### src/rtl/dc_block_hpf.sv
module dc_block_hpf #(
  parameter int DW  = 24,
  parameter int FB  = 12,
  parameter int SH0 = 11,
  parameter int SH1 = 5,
  parameter int SH2 = 4,
  parameter int SH3 = 3
) (
  input  logic          clk,
  input  logic          rst_n,
  input  logic          filt_en,
  input  logic [1:0]    pole_sel,
  input  logic          in_valid,
  input  logic [DW-1:0] in_data,
  output logic          out_valid,
  output logic [DW-1:0] out_data
);
  localparam int AW = DW + FB + 2;
  localparam logic signed [AW-1:0] ACC_HI = {3'b000, {(DW+FB-1){1'b1}}};
  localparam logic signed [AW-1:0] ACC_LO = {3'b111, {(DW+FB-1){1'b0}}};
  localparam logic signed [AW-1:0] OUT_HI = {{(FB+3){1'b0}}, {(DW-1){1'b1}}};
  localparam logic signed [AW-1:0] HALF   = {{(AW-FB){1'b0}}, 1'b1, {(FB-1){1'b0}}};

  logic signed [DW-1:0] x_prev;
  logic signed [AW-1:0] y_acc;
  logic [1:0] sel_q;
  logic       en_q;

  wire restart = (pole_sel != sel_q) || (filt_en != en_q);
  wire signed [DW-1:0] xp_use = restart ? '0 : x_prev;
  wire signed [AW-1:0] y_use  = restart ? '0 : y_acc;

  logic signed [AW-1:0] y_shift;
  always_comb begin
    case (pole_sel)
      2'd0:    y_shift = y_use >>> SH0;
      2'd1:    y_shift = y_use >>> SH1;
      2'd2:    y_shift = y_use >>> SH2;
      default: y_shift = y_use >>> SH3;
    endcase
  end

  wire signed [AW-1:0] x_ext  = {{(AW-DW){in_data[DW-1]}}, in_data};
  wire signed [AW-1:0] xp_ext = {{(AW-DW){xp_use[DW-1]}}, xp_use};
  wire signed [AW-1:0] diff   = x_ext - xp_ext;
  wire signed [AW-1:0] acc_raw = (diff <<< FB) + y_use - y_shift;
  wire signed [AW-1:0] acc_sat = (acc_raw > ACC_HI) ? ACC_HI :
                                 (acc_raw < ACC_LO) ? ACC_LO : acc_raw;
  wire signed [AW-1:0] rounded = (acc_sat + HALF) >>> FB;
  wire signed [AW-1:0] y_clip  = (rounded > OUT_HI) ? OUT_HI : rounded;

  always_ff @(posedge clk) begin
    if (!rst_n) begin
      x_prev    <= '0;
      y_acc     <= '0;
      sel_q     <= 2'd0;
      en_q      <= 1'b1;
      out_valid <= 1'b0;
      out_data  <= '0;
    end else begin
      sel_q     <= pole_sel;
      en_q      <= filt_en;
      out_valid <= in_valid;
      if (restart) begin
        x_prev <= '0;
        y_acc  <= '0;
      end
      if (in_valid && filt_en) begin
        x_prev <= in_data;
        y_acc  <= acc_sat;
      end
      if (in_valid)
        out_data <= filt_en ? y_clip[DW-1:0] : in_data;
    end
  end


  valid_follow_chk: assert property (@(posedge clk) disable iff (!rst_n)
    in_valid |=> out_valid);

  no_spurious_chk: assert property (@(posedge clk) disable iff (!rst_n)
    !in_valid |=> !out_valid);

  hold_data_chk: assert property (@(posedge clk) disable iff (!rst_n)
    !in_valid |=> $stable(out_data));

  bypass_pass_chk: assert property (@(posedge clk) disable iff (!rst_n)
    (in_valid && !filt_en) |=> out_data == $past(in_data));

  restart_first_chk: assert property (@(posedge clk) disable iff (!rst_n)
    (in_valid && filt_en && restart) |=> out_data == $past(in_data));

  state_range_chk: assert property (@(posedge clk) disable iff (!rst_n)
    (y_acc <= ACC_HI) && (y_acc >= ACC_LO));
endmodule

### config.mk
export PLATFORM = sky130hd
export DESIGN_NAME = dc_block_hpf
export DESIGN_NICKNAME = d
export VERILOG_FILES = /design/src/rtl/dc_block_hpf.sv
export SDC_FILE = /design/constraint.sdc
export NUM_CORES = 1
export LEC_CHECK = 0
export BUFFER_PORTS_ARGS = -buffer_cell sky130_fd_sc_hd__buf_2
export CORE_ASPECT_RATIO = 0.7
export CORE_UTILIZATION = 40
export DETAILED_ROUTE_END_ITERATION = 16
export MAX_ROUTING_LAYER = met4
export SYNTH_ARGS = -nofsm -noshare
export SYNTH_HDL_FRONTEND = slang
export SYNTH_SLANG_ARGS = --single-unit
### constraint.sdc
create_clock -name clk -period 15.85 [get_ports clk]
set_clock_uncertainty 0.2 [all_clocks]
set_input_delay 0 -clock clk [delete_from_list [all_inputs] [get_ports clk]]
set_output_delay 0 -clock clk [all_outputs]
set_load 0.02 [all_outputs]
==> results of run 1 <==
==> cell usage in the layout, fill, tap and decap left out, types with 15 or more instances in the layout <==
master / instances
ha_1: 74
nand3_1: 47
a21o_1: 27
mux4_2: 15
nor3_1: 26
a211oi_1: 24
o21ai_0: 73
inv_1: 87
buf_2: 54
a31oi_1: 22
nand2b_1: 20
dfxtp_1: 90
dlygate4sd3_1: 27
a221oi_1: 19
a21oi_1: 130
fa_1: 27
nor2_1: 113
xnor2_1: 32
o211ai_1: 18
xor2_1: 27
and2_1: 21
nand2_1: 164
==> kinds of logic after synthesis <==
kind of cell             Yosys count  share of synthesized area, %
AND/OR/NAND/NOR                  475                         22.44
AO/OA/AOI/OAI                    414                         28.42
buffers and inverters            173                         6.795
adder cells (fa/ha/maj)          101                         14.69
flip-flops                        90                         18.05
XOR/XNOR                          59                         5.177
multiplexers                      25                         4.425
==> layer usage <==
layer / up-vias / GRT usage [%] / share of wire, %
li1: 4857 / - / -
met1: 4828 / 39.08 / 48
met2: 424 / 37.90 / 43
met3: 42 / 4.108 / 7.6
met4: 0 / 6.533 / 2.1
met5: - / - / 0
==> worst max-delay path by stage <==
stage | endpoint | slack, ps | cells after the start | startpoint
CTS | out_data[23]$_SDFFE_PN0P_ | 4350 | 38 | en_q$_SDFF_PN1_
global placement | out_data[3]$_SDFFE_PN0P_ | 4300 | 44 | pole_sel[0]
detailed placement | out_data[1]$_SDFFE_PN0P_ | 4220 | 42 | pole_sel[0]
floorplan | out_data[9]$_SDFFE_PN0P_ | 6000 | 47 | pole_sel[0]
global route | out_data[23]$_SDFFE_PN0P_ | 3150 | 42 | pole_sel[0]
finish | out_data[23]$_SDFFE_PN0P_ | 4080 | 38 | en_q$_SDFF_PN1_
==> flip-flops by register name (all words and copies together), names as in the netlist <==
| name | count |
|---|---|
| en_q | 1 |
| out_data | 24 |
| out_valid | 1 |
| sel_q | 2 |
| x_prev | 24 |
| y_acc | 38 |
==> timing repair <==
item / in CTS / in global routing
endpoints found under the setup margin: 0 / 0
hold buffers: 27 / 0
endpoints found under the hold margin: 58 / 0
==> power groups by stage <==
stage	registers [mW]	clock network (mW)	logic, mW
finish	0.268	0.245	0.963
global route	0.270	0.256	1.05
CTS	0.268	0.245	0.948
floorplan	0.285	0	0.674
detailed placement	0.272	0	0.938
global placement	0.272	0	0.938
==> worst max-delay path, delay by kind of cell, from the launching register on <==
family	cells	cell delay, ps
buffers and inverters	7	2330
DFF	1	310
and+or+nand+nor	11	2900
muxes	1	440
AOI/OAI and AO/OA	13	3660
xor gates and xnor gates	2	320
adders and majority gates	4	1500
==> area by class of cell <==
class / count / area share, %
Clock buffer: 9 / 2.044
Clock inverter: 7 / 0.9312
Inverter: 90 / 3.066
Multi-Input combinational cell: 1074 / 68.34
Tap cell: 318 / 3.611
Timing Repair Buffer: 92 / 5.655
Sequential cell: 90 / 16.35
==> per-stage QoR <==
stage	util [%]	instance area, sq um	hold WS (ps)	cells
finish	45.81	11020	11.89	1680
global placement	43.32	10420	69.86	1637
CTS	45.81	11020	3.188	1680
floorplan	-	9981	-64.03	1337
detailed placement	43.32	10420	77.95	1637
global route	45.81	11020	44.37	1680
==> impl_results.md, run 1 <==
- Crit-path slowest cell: o311ai_0
- Reg-to-reg endpoint: out_data[23]$_SDFFE_PN0P_
- Slew @ Worst Pin: 1032 ps
- P per Cell Area: 133.9 nW/um^2
- Synthesized instance count: 1337
- RR Startpoint: en_q$_SDFF_PN1_
- Final nets: 1488
- Initial antenna violation count: 0
- CTS root buf: clkbuf_16
- Register area: 1802 sq um
- Layout cells sized above 1: 9.912%
- Final setup vio count: 0
- Largest area contributor in the netlist: dfxtp_1
- WP data arrival: 11870 ps
- Mean Syn Cell Area: 7.465 sq um
- Area of the multi-input gates: 7530 sq um
- Synth top cells by count: nand2_1, a21oi_1, nor2_1
- Critical Path Fanout Max: 47
- Gr ovfl total: 0
- Die Footprint: 25600 sq um
- # diodes: 0
- #FFs+latches synth: 90
- CP most frequent cell: o21ai_0
- Most frequent cell after synthesis: nand2_1
- Outcome: finished clean
- Total number of yosys warnings: 0
- Highest clock rate: 84.97 MHz
- Tmin final: 11770 ps
- Row count: 47
- Num CTS Buffers: 9
- Critical path capture point type: register
- Unrepaired setup endpoints after global routing: no
- CP Class: register to register
- Worst vdd ir: 74.03 uV
- CTS H-tree lvls: 3
- Seq/Total Area, Yosys: 18.05%
- Hold path endpoint: out_data[3]$_SDFFE_PN0P_
- Initial core utilization: 41.50%
- Worst skew pair latency: 360 ps
- FF-to-FF path depth: 38
- Min-delay worst type: input port to register
- Final ANT Viol Nets: 0
- Total power: 1.476 mW
- Pin count of the biggest net entering global routing: 75
- Switching power total: 765.2 uW
- DRC: 0
- Postcts setup bufs: 0
- Vias: 10150
- Routed WL: 32910 microns
- EDFF count, synth: 0
- Top cells by area, synth: dfxtp_1, ha_1, a21oi_1, nand2_1, fa_1
- Hold Path Origin: filt_en
- Fraction of registers with async set/reset: 0%
- Area Growth Syn to Fin: 10.39%
- Top cell type's share of synthesized area: 18.05%
- Internal: 710.5 uW
- Pre-CTS setup slack: 4216 ps
- Average wire per standard cell: 19.59 microns
- Slew Limit Fails: 0
- DR pass1 iterations: 5
- Clk sinks: 90
- Core box area: 24050 sq um
- Iter 0 DRT Violations: 945
- Final setup TNS: 0 ps
- Fin. Hold Viols: 0
- Register-to-register setup slack: 4080 ps
- CP max stage delay: 620 ps
- PortBufs: 54
- Lkg Pwr: 4.539 nW
- First-pass GRT wire length: 51860 microns
- Global placer's final weighted congestion: 0.9104
- CTS max path bufs: 2
- Seq pwr share: 18.2%
- Cell Area, Synth: 9981 sq um
- Max-cap viol count: 0
- Switching share of total power: 51.85%
- Drt via density: 6.042
- GR Util All Layers: 26.73%
- Prevailing post-synth register cell: dfxtp_1
- Die W: 190.8 microns
- Fillers: 2424
- WP data required: 15950 ps
- Comb pwr share: 65.3%
- HPWL after DPL: 24940 microns
- Vias in the first global route: 9081
- Distinct cells, synth: 81
- Die Ht: 134.2 microns
- Hold-critical path depth: 2
- Clock power share: 16.6%
- Critical Path Source Type: register
- Worst rel slew slack: 31.19%
- PnR worst setup slack: 4081 ps
- Period utilisation layout: 74.25%
- Clock-pin slew on the worst setup and hold paths: 70 ps
- TritonCTS clock tree: done
- Io pins: 55
- Syn nets: 1468
- Post_cts resized: 0
Power figures use the tool's default switching activity.
==> run 2, diff against run 1 <==
==> constraint.sdc (replaced) <==
create_clock -name clk -period 11 [get_ports clk]
set_clock_uncertainty 0.2 [all_clocks]
set_input_delay 0 -clock clk [delete_from_list [all_inputs] [get_ports clk]]
set_output_delay 0 -clock clk [all_outputs]
set_load 0.02 [all_outputs]
==> run 2 against run 1 <==
Worst setup slack worse by 3400 ps; combinational power is 53% higher; via count is 1.4% higher; critical path depth is 3 higher; critical endpoint unchanged; largest cell class unchanged.
==> impl_results.md, run 2 (synthesis results as in run 1) <==
- Drt via density: 6.086
- Die W: 190.8 microns
- Area Growth Syn to Fin: 11.55%
- Worst skew pair latency: 370 ps
- Io pins: 55
- Initial core utilization: 41.50%
- Lkg Pwr: 4.611 nW
- PortBufs: 54
- Clk sinks: 90
- Crit-path slowest cell: or4_1
- CP max stage delay: 600 ps
- First-pass GRT wire length: 53850 microns
- Final setup TNS: 0 ps
- WHS: 148.5 ps
- Commonest non-fill, non-tap cells in the layout: nand2_1, a21oi_1, nor2_1, dfxtp_1, inv_1
- Iter 0 DRT Violations: 1176
- Core box area: 24050 sq um
- WP data required: 11110 ps
- Layout cells sized above 1: 10.92%
- Pre-CTS setup slack: 519.6 ps
- Worst rel slew slack: 44.06%
- CP most frequent cell: buf_4
- HPWL after DPL: 26510 microns
- GR Util All Layers: 28.49%
- Top flop regs: y_acc x38, out_data x24, x_prev x24
- Num CTS Buffers: 9
- Slew @ Worst Pin: 839.1 ps
- Critical Path Fanout Max: 39
- Critical Path Source Type: input port
- PnR worst setup slack: 727.1 ps
- Min-delay worst type: input port to register
- Vias: 10300
- Pin count of the biggest net entering global routing: 73
- Final setup vio count: 0
- Design area: 11130 sq um
- Die Ht: 134.2 microns
- Post-DP Area: 10480 sq um
- Fin. Hold Viols: 0
- DR pass1 iterations: 6
- Most flops, register: y_acc
- Worst vdd ir: 119.1 uV
- CTS root buf: clkbuf_16
- TritonCTS clock tree: done
- CTS max path bufs: 2
- Global placer's final weighted congestion: 0.9862
- CP bufs+invs: 9
- Unrepaired setup endpoints after global routing: no
- Highest clock rate: 97.34 MHz
- Routed WL: 35190 microns
- Die Footprint: 25600 sq um
- Critical path capture point type: register
- Period utilisation layout: 93.39%
- Vias in the first global route: 9083
- Initial antenna violation count: 1
- Max reg flops: 38
- Max-cap viol count: 0
- Clock-pin slew on the worst setup and hold paths: 70 ps
- Slew Limit Fails: 0
- Gr ovfl total: 0
- CTS H-tree lvls: 3
- WP data arrival: 10390 ps
- DRC: 0
- Final nets: 1499
- Commonest non-fill, non-tap cell in the layout: nand2_1
- Outcome: finished clean
- Tmin final: 10270 ps
- Final ANT Viol Nets: 0
- CP Class: input port to register
- Kind of cell adding the most delay to the critical path: simple AND/OR/NAND/NOR gates
- P per Cell Area: 197.7 nW/um^2
- Average wire per standard cell: 20.80 microns
- Row count: 47
-- run 2: changes by cell type in the layout (fill, tap and decap cells not counted), sizes merged --
cell	change
buf	+9
diode	+1
dlygate4sd3	+1
clkinvlp	-1
bufinv	-1
clkbuf	+3
-- run 2: path summary, 6_finish.rpt --
path                          from                   endpoint  slack [ps]  depth (start not counted)
min reg2reg  x_prev[22]$_SDFF_PN0_      x_prev[22]$_SDFF_PN0_         270                          2
min                    pole_sel[1]        sel_q[1]$_SDFF_PN0_         150                          3
max reg2reg    sel_q[1]$_SDFF_PN0_  out_data[23]$_SDFFE_PN0P_         890                         39
max                        filt_en  out_data[23]$_SDFFE_PN0P_         730                         41
-- run 2: where the power goes --
part           internal (mW)  leakage [nW]  switching (mW)
Sequential             0.362         0.739          0.0249
Combinational          0.491          3.72           0.976
Clock                  0.190         0.156           0.156
Total                   1.04          4.61            1.16
-- run 2: tightest hold or removal path, cell delays in order --
cell and delay, ps:
buf_2 110, buf_4 310, and2_1 230
-- run 2: repair_timing --
item | in CTS | in global routing
endpoints found under the hold margin | 56 | 0
gates resized for setup | 0 | 12
buffers inserted | 0 | 2
endpoints found under the setup margin | 0 | 24
hold buffers | 28 | 0
-- run 2: cell type report --
class	instances	area (sq um)
Antenna cell	1	2.502
Clock buffer	11	252.7
Clock inverter	5	61.31
Fill cell	2435	12920
Inverter	90	337.8
Multi-Input combinational cell	1074	7569
Sequential cell	90	1802
Tap cell	318	397.9
Timing Repair Buffer	103	710.7
-- run 2: per-layer routing --
metal	global-route usage, %	up-vias	share of wire (%)
li1	-	4882	-
met1	43.84	4918	49
met2	37.20	477	40
met3	5.756	21	10
met4	5.689	0	1.1
met5	-	-	0
-- run 2: stage by stage --
step | std cells | power (mW) | util [%]
CTS | 1689 | 2.161 | 46.04
finish | 1692 | 2.201 | 46.29
detailed placement | 1645 | 1.798 | 43.57
global placement | 1645 | 1.802 | 43.57
floorplan | 1337 | 1.382 | -
global route | 1692 | 2.321 | 46.29
